File: src/rtl/cplx_pkg.sv
package cplx_pkg;

  typedef enum logic [1:0] {
    MODE_BFLY   = 2'b00,
    MODE_MUL    = 2'b01,
    MODE_MAC    = 2'b10,
    MODE_ADDSUB = 2'b11
  } cplx_mode_e;

  localparam int LANE_RE = 0;
  localparam int LANE_IM = 1;
  localparam int LANES   = 2;
  localparam int RESULTS = 2;

endpackage

File: src/rtl/cplx_rst_sync.sv
module cplx_rst_sync #(
  parameter int STAGES = 2
) (
  input  logic clk,
  input  logic rst_n,
  output logic rst_n_sync
);

  logic [STAGES-1:0] sync_q;

  always_ff @(posedge clk or negedge rst_n) begin
    if (!rst_n) begin
      sync_q <= '0;
    end else begin
      sync_q <= {sync_q[STAGES-2:0], 1'b1};
    end
  end

  assign rst_n_sync = sync_q[STAGES-1];

endmodule

File: src/rtl/cplx_mult.sv
module cplx_mult #(
  parameter int N = 16,
  localparam int PROD_W = 2 * N,
  localparam int SUM_W  = 2 * N + 1
) (
  input  logic [N-1:0]     a_re,
  input  logic [N-1:0]     a_im,
  input  logic [N-1:0]     c_re,
  input  logic [N-1:0]     c_im,
  output logic [SUM_W-1:0] p_re,
  output logic [SUM_W-1:0] p_im
);

  localparam int NUM_MULT = 4;
  localparam int PP_RR = 0;
  localparam int PP_II = 1;
  localparam int PP_RI = 2;
  localparam int PP_IR = 3;

  logic signed [N-1:0]      lhs [NUM_MULT];
  logic signed [N-1:0]      rhs [NUM_MULT];
  logic signed [PROD_W-1:0] pp  [NUM_MULT];

  // operand routing for the four partial products
  assign lhs[PP_RR] = a_re;  assign rhs[PP_RR] = c_re;
  assign lhs[PP_II] = a_im;  assign rhs[PP_II] = c_im;
  assign lhs[PP_RI] = a_re;  assign rhs[PP_RI] = c_im;
  assign lhs[PP_IR] = a_im;  assign rhs[PP_IR] = c_re;

  for (genvar g = 0; g < NUM_MULT; g++) begin : g_mult
    assign pp[g] = lhs[g] * rhs[g];
  end

  // one extra bit so that (-1)*(-1) terms summed never wrap
  assign p_re = {pp[PP_RR][PROD_W-1], pp[PP_RR]} - {pp[PP_II][PROD_W-1], pp[PP_II]};
  assign p_im = {pp[PP_RI][PROD_W-1], pp[PP_RI]} + {pp[PP_IR][PROD_W-1], pp[PP_IR]};

endmodule

File: src/rtl/cplx_sat.sv
module cplx_sat #(
  parameter int IN_W  = 36,
  parameter int OUT_W = 32
) (
  input  logic [IN_W-1:0]  din,
  output logic [OUT_W-1:0] dout,
  output logic             clipped
);

  localparam int TOP_W = IN_W - OUT_W + 1;

  logic [TOP_W-1:0] top_bits;

  assign top_bits = din[IN_W-1:OUT_W-1];

  always_comb begin
    clipped = !((top_bits == '0) || (top_bits == '1));
    if (!clipped) begin
      dout = din[OUT_W-1:0];
    end else if (din[IN_W-1]) begin
      dout = {1'b1, {(OUT_W-1){1'b0}}};
    end else begin
      dout = {1'b0, {(OUT_W-1){1'b1}}};
    end
  end

endmodule

File: src/rtl/cplx_acc.sv
module cplx_acc #(
  parameter int ACC_W = 36,
  parameter int LANES = 2
) (
  input  logic                        clk,
  input  logic                        rst_n,
  input  logic                        acc_en,
  input  logic                        clr,
  input  logic                        load_first,
  input  logic [LANES-1:0][ACC_W-1:0] addend,
  output logic [LANES-1:0][ACC_W-1:0] acc_nxt,
  output logic [LANES-1:0][ACC_W-1:0] acc_q
);

  logic acc_we;

  assign acc_we = clr || acc_en;

  for (genvar l = 0; l < LANES; l++) begin : g_lane
    logic [ACC_W-1:0] base;

    always_comb begin
      base       = load_first ? '0 : acc_q[l];
      acc_nxt[l] = acc_q[l];
      if (clr) begin
        acc_nxt[l] = '0;
      end else if (acc_en) begin
        acc_nxt[l] = base + addend[l];
      end
    end

    always_ff @(posedge clk or negedge rst_n) begin
      if (!rst_n) begin
        acc_q[l] <= '0;
      end else if (acc_we) begin
        acc_q[l] <= acc_nxt[l];
      end
    end
  end

endmodule

File: src/rtl/cplx_dp_cluster.sv
module cplx_dp_cluster
  import cplx_pkg::*;
#(
  parameter int N          = 16,
  parameter int RST_STAGES = 2
) (
  input  logic           clk,
  input  logic           rst_n,
  input  logic           in_valid,
  input  logic [1:0]     mode,
  input  logic           sub,
  input  logic           clr,
  input  logic           load_first,
  input  logic [N-1:0]   a_re,
  input  logic [N-1:0]   a_im,
  input  logic [N-1:0]   b_re,
  input  logic [N-1:0]   b_im,
  input  logic [N-1:0]   c_re,
  input  logic [N-1:0]   c_im,
  output logic           out_valid,
  output logic [2*N-1:0] y0_re,
  output logic [2*N-1:0] y0_im,
  output logic [2*N-1:0] y1_re,
  output logic [2*N-1:0] y1_im,
  output logic           ovf
);

  localparam int PW    = 2 * N + 1;
  localparam int OW    = 2 * N;
  localparam int AW    = 2 * N + 4;
  localparam int EXT_P = AW - PW;
  localparam int EXT_Q = AW - (2 * N - 1);
  localparam int FRAC  = N - 1;

  logic       rst_n_sync;
  cplx_mode_e mode_sel;

  cplx_rst_sync #(.STAGES(RST_STAGES)) rst_sync_i (
    .clk        (clk),
    .rst_n      (rst_n),
    .rst_n_sync (rst_n_sync)
  );

  assign mode_sel = cplx_mode_e'(mode);

  // multiplier bank
  logic [PW-1:0] prod_re, prod_im;

  cplx_mult #(.N(N)) mult_i (
    .a_re (a_re),
    .a_im (a_im),
    .c_re (c_re),
    .c_im (c_im),
    .p_re (prod_re),
    .p_im (prod_im)
  );

  // lane-organised operands
  logic [LANES-1:0][N-1:0]  a_l, b_l;
  logic [LANES-1:0][PW-1:0] p_l;
  logic [LANES-1:0][AW-1:0] p_x, a_x, b_x, ab_x;
  logic [LANES-1:0][AW-1:0] acc_nxt, acc_q;
  logic [RESULTS-1:0][LANES-1:0][AW-1:0] wide;
  logic [RESULTS-1:0][LANES-1:0][OW-1:0] y_sat;
  logic [RESULTS-1:0][LANES-1:0]         clip;

  assign a_l = {a_im, a_re};
  assign b_l = {b_im, b_re};
  assign p_l = {prod_im, prod_re};

  for (genvar l = 0; l < LANES; l++) begin : g_lane
    assign p_x[l]  = {{EXT_P{p_l[l][PW-1]}}, p_l[l]};
    assign a_x[l]  = {{EXT_Q{a_l[l][N-1]}}, a_l[l], {FRAC{1'b0}}};
    assign b_x[l]  = {{EXT_Q{b_l[l][N-1]}}, b_l[l], {FRAC{1'b0}}};
    assign ab_x[l] = sub ? (a_x[l] - b_x[l]) : (a_x[l] + b_x[l]);

    always_comb begin
      wide[0][l] = '0;
      wide[1][l] = '0;
      case (mode_sel)
        MODE_BFLY: begin
          wide[0][l] = b_x[l] + p_x[l];
          wide[1][l] = b_x[l] - p_x[l];
        end
        MODE_MUL:    wide[0][l] = p_x[l];
        MODE_MAC:    wide[0][l] = acc_nxt[l];
        MODE_ADDSUB: wide[0][l] = ab_x[l];
        default: begin
          wide[0][l] = '0;
          wide[1][l] = '0;
        end
      endcase
    end

    for (genvar k = 0; k < RESULTS; k++) begin : g_res
      cplx_sat #(.IN_W(AW), .OUT_W(OW)) sat_i (
        .din     (wide[k][l]),
        .dout    (y_sat[k][l]),
        .clipped (clip[k][l])
      );
    end
  end

  // accumulators
  logic acc_en;

  assign acc_en = in_valid && (mode_sel == MODE_MAC);

  cplx_acc #(.ACC_W(AW), .LANES(LANES)) acc_i (
    .clk        (clk),
    .rst_n      (rst_n_sync),
    .acc_en     (acc_en),
    .clr        (clr),
    .load_first (load_first),
    .addend     (p_x),
    .acc_nxt    (acc_nxt),
    .acc_q      (acc_q)
  );

  // result registers: next-state
  logic [RESULTS-1:0][LANES-1:0][OW-1:0] y_d, y_q;
  logic ovf_d, ovf_q, vld_q;

  always_comb begin
    y_d   = y_q;
    ovf_d = ovf_q;
    if (in_valid) begin
      y_d   = y_sat;
      ovf_d = |clip;
    end
  end

  // result registers: state
  always_ff @(posedge clk or negedge rst_n_sync) begin
    if (!rst_n_sync) begin
      y_q   <= '0;
      ovf_q <= 1'b0;
      vld_q <= 1'b0;
    end else begin
      y_q   <= y_d;
      ovf_q <= ovf_d;
      vld_q <= in_valid;
    end
  end

  assign y0_re     = y_q[0][LANE_RE];
  assign y0_im     = y_q[0][LANE_IM];
  assign y1_re     = y_q[1][LANE_RE];
  assign y1_im     = y_q[1][LANE_IM];
  assign ovf       = ovf_q;
  assign out_valid = vld_q;

endmodule

File: config.mk
export PLATFORM = sky130hd
export DESIGN_NAME = cplx_dp_cluster
export DESIGN_NICKNAME = d
export VERILOG_FILES = /design/src/rtl/cplx_pkg.sv /design/src/rtl/cplx_rst_sync.sv /design/src/rtl/cplx_mult.sv /design/src/rtl/cplx_sat.sv /design/src/rtl/cplx_acc.sv /design/src/rtl/cplx_dp_cluster.sv
export SDC_FILE = /design/constraint.sdc
export NUM_CORES = 2
export LEC_CHECK = 0
export ABC_AREA = 1
export CAP_MARGIN = 30
export CORE_ASPECT_RATIO = 1.75
export CORE_MARGIN = 1
export CORE_UTILIZATION = 70
export CTS_CLUSTER_SIZE = 25
export DETAILED_ROUTE_END_ITERATION = 8
export PLACE_DENSITY = 0.9
export SYNTH_ARGS = -nofsm -noshare
export SYNTH_HDL_FRONTEND = slang
export SYNTH_SLANG_ARGS = --single-unit
File: constraint.sdc
create_clock -name clk -period 10.3 [get_ports clk]
set_clock_uncertainty 0.2 [all_clocks]
set_input_delay 1.545 -clock clk [delete_from_list [all_inputs] [get_ports clk]]
set_output_delay 1.545 -clock clk [all_outputs]
set_load 0.005 [all_outputs]
==> impl_metrics.tcl, run 1 <==
set metrics [dict create \
    synth_edf_count 0 \
    grt_pass1_wl_um 668000 \
    yosysTopAreaCell "fa_1" \
    clockBufferDepth 3 \
    yosysTopAreaCellShare 0.381 \
    pin_count 234 \
    cts_made_buffers 18 \
    track_usage 1.02 \
    status "stopped before the end" \
    grt_overflow 6723 \
    grt_pass1_vias 97000 \
    synth_cell_types 69 \
    synth_warnings 0 \
    haltStage "global routing" \
    rows 144 \
    synthFlopType "dfrtp_1" \
    gp_congestion 1.23 \
    syn_nets 9866 \
    cts_htree_levels 1 \
    dp_hpwl_um 206000 \
    avgSynthCellArea_um2 7.65 \
    port_buffers 233 \
    cts.sinks 204 \
    initial_utilization 0.706 \
    synth_cells 8098 \
    die_width_um 227 \
    die_y_um 396 \
    ys_seq_area_frac 0.0824 \
    ctsRootBufferMaster "clkbuf_16" \
    async_flop_share 1.00 \
    ys_top_cells_by_area "fa_1, inv_1, nand2_1, ha_1, dfrtp_1" \
    grt_max_degree 152 \
    ys_ff_latch 204 \
    error "[ERROR GRT-0116] Global routing finished with congestion. Check the congestion regions in the DRC Viewer." \
    synth.cell_area_um2 61900 \
]
==> cell families after synthesis <==
group,count (synthesis),share of synthesized area
DFF,204,0.0824
xor gates and xnor gates,183,0.0268
and+or+nand+nor,2597,0.173
AOI/OAI and AO/OA,869,0.0807
buffers and inverters,2580,0.158
adders and majority gates,1664,0.479
other,1,0.0000605
==> what timing repair did <==
| action | 4_1_cts |
|---|---|
| setup endpoints to repair | 150 |
| pin swaps | 353 |
| buffers inserted | 246 |
| cloned | 27 |
| gates resized for setup | 909 |
| endpoints found under the hold margin | 0 |
| hold buffers | 0 |
==> metrics by stage <==
step,worst slack [ns],instances,instance area (µm²)
after detailed placement,-2.23,10300,74600
after global placement,-1.59,10300,74600
after CTS,-0.437,10600,80600
after floorplan,-0.0228,8098,62400
==> synth_stat cells, drive strengths merged (18+ instances only) <==
cell type	instances
xnor2	59
buf	37
o21ai	239
xor2	124
fa	1179
or2	42
o21bai	22
nand4	54
nand2	1673
nor3	44
dfrtp	204
inv	2278
clkbuf	260
a31oi	23
a21o	18
a21oi	389
nand3	182
o22ai	44
ha	485
nor2	566
o21a	21
nor4	22
==> layer usage <==
layer  overflow  global-route usage
met4       1534                1.14
met2       4710                1.24
met1        241               0.900
met5         19               0.681
met3        219               0.837
==> run 2: changes to the inputs <==
--- a/config.mk
+++ b/config.mk
@@ -7,12 +7,10 @@
 export LEC_CHECK = 0
 export ABC_AREA = 1
 export CAP_MARGIN = 30
-export CORE_ASPECT_RATIO = 1.75
 export CORE_MARGIN = 1
-export CORE_UTILIZATION = 70
-export CTS_CLUSTER_SIZE = 25
+export CORE_UTILIZATION = 40
 export DETAILED_ROUTE_END_ITERATION = 8
-export PLACE_DENSITY = 0.9
+export PLACE_DENSITY_LB_ADDON = 0.15
 export SYNTH_ARGS = -nofsm -noshare
 export SYNTH_HDL_FRONTEND = slang
 export SYNTH_SLANG_ARGS = --single-unit
==> impl_metrics.tcl, run 2 <==
set metrics [dict create \
    clk_pin_slew_ns 0.06 \
    vias 58000 \
    cp_num_cells 48 \
    fin_area_um2 85800 \
    critPathCaptureType "flop" \
    dieArea_um2 156000 \
    initial_utilization 0.403 \
    gp_congestion 0.964 \
    arrival_ns 10.79 \
    core-area_um2 154000 \
    post-synth-top-count-cell "inv_1" \
    drtIter0Drc 4171 \
    dp.cells 11300 \
    slowest_delay_ns 0.57 \
    drt_pass1_iterations 6 \
    rows 144 \
    synth_edf_count 0 \
    synth_common_cells "inv_1, nand2_1, fa_1, nor2_1, ha_1" \
    async_flop_share 1.00 \
    avgSynthCellArea_um2 7.65 \
    crit_top_cell "inv_2" \
    ys_ff_latch 204 \
    r2r-start "acc_i.acc_q[0]" \
    ys_top_cells_by_area "fa_1, inv_1, nand2_1, ha_1, dfrtp_1" \
    pin_count 234 \
    cap_violations 0 \
    largest_register "acc_i.acc_q" \
    area.growth.synth_to_final_pct 38.5 \
    track_usage 0.305 \
    clock_latency_ns 0.59 \
    via_per_inst 4.95 \
    path_max_fanout 7 \
    port_buffers 233 \
    critPathLaunchType "input port" \
    cts_made_buffers 26 \
    grt_pass1_wl_um 361000 \
    yosysTopAreaCell "fa_1" \
    fin_crit_ns 10.54 \
    grt_max_degree 70 \
    place_area_um2 76500 \
    ys_seq_area_frac 0.0824 \
    ant_nets 0 \
    hold_viol_final 0 \
    required_ns 10.55 \
    tightest_slew_ns 0.887 \
    slew_headroom 0.408 \
    final_common_cell "inv_1" \
    nets 11400 \
    clockBufferDepth 3 \
    antenna_found_initial 6 \
    dp_hpwl_um 194000 \
    synth_cell_types 69 \
    fmax_mhz 94.9 \
    rrSetupSlack_ns 6.00 \
    cts_htree_levels 1 \
    critPathKind "in2reg" \
    min_path_type "reg2async" \
    die_width_um 396 \
    grt_overflow 0 \
    synth_cells 8098 \
    stdcell_count 11700 \
    grt_pass1_vias 60700 \
    die_y_um 396 \
    syn_nets 9866 \
    cts.sinks 204 \
    violations "negative setup slack" \
    cpMaxStageDelayCell "fa_2" \
    setup_violations 94 \
    drcViolationCount 0 \
    synthFlopType "dfrtp_1" \
    finalWorstSetupSlack_ns -0.238 \
    wl_um 239000 \
    ctsHoldBuffers 0 \
    synth.cell_area_um2 61900 \
    critical_path.top_delay_family "adder cells" \
    final_cell_mix "inv_1, nand2_1, buf_4" \
    drv_slew 0 \
    yosysTopAreaCellShare 0.381 \
    status "finished, violations left" \
    grt_setup_unrepaired "true" \
    ctsRootBufferMaster "clkbuf_16" \
    wl_per_cell_um 20.4 \
    fin_crit_sh 1.02 \
    synth_warnings 0 \
    final_util 0.558 \
    path_buf_inv 19 \
    largest_reg_flops 72 \
    dp_slack_ns -2.02 \
    cts_tree "yes" \
    drive_above_1_share 0.282 \
    r2r_end "y0_re[14]" \
    r2r_cells 24 \
]
==> run 2: stage by stage <==
step | TNS, ns | hold WS [ns]
2_1_floorplan | -0.185 | 0.131
3_3_place_gp | -201.37 | 0.0413
3_5_place_dp | -206.91 | 0.0433
4_1_cts | -8.96 | 0.0480
5_1_grt | -49.27 | 0.0613
6_report | -14.60 | 0.0320
==> run 2: repair_timing <==
action                     CTS  global route
pin swaps                  229           388
setup endpoints to repair  137           136
resized for setup          779           775
setup buffers              213            75
cloned                      33            11
==> run 2: cell type report <==
class	instances	area, µm²
Clock buffer	36	738
Inverter	2283	8640
Tap cell	2044	2560
Sequential cell	204	5110
Fill cell	14400	68100
Timing Repair Buffer	1805	17200
Multi-Input combinational cell	5314	51500
Antenna cell	3	7.51
Clock inverter	12	144
==> run 2: logic make-up after synthesis <==
family	share of synthesized area
DFF	0.0824
adders and majority gates	0.479
AOI/OAI and AO/OA	0.0807
other	0.0000605
xor gates and xnor gates	0.0268
buffers and inverters	0.158
and+or+nand+nor	0.173
==> run 2: worst max path at each step <==
stage	from	end
floorplan	a_im[15]	y0_re[9]
global placement	c_re[3]	ovf
detailed placement	c_re[3]	ovf
CTS	a_im[15]	ovf
global route	c_im[0]	ovf
finish	a_im[6]	y1_re[9]
==> run 2: routing by layer <==
metal,up-vias,track usage,wire length (µm)
met5,-,0,23
met3,347,0.0325,15400
met4,4,0.116,11800
met1,28900,0.408,99600
met2,1835,0.506,112000
li1,26900,-,-
Power of run 2 is not shown: default switching activity piles up to over one toggle a cycle in this logic, so the estimate is an artifact.
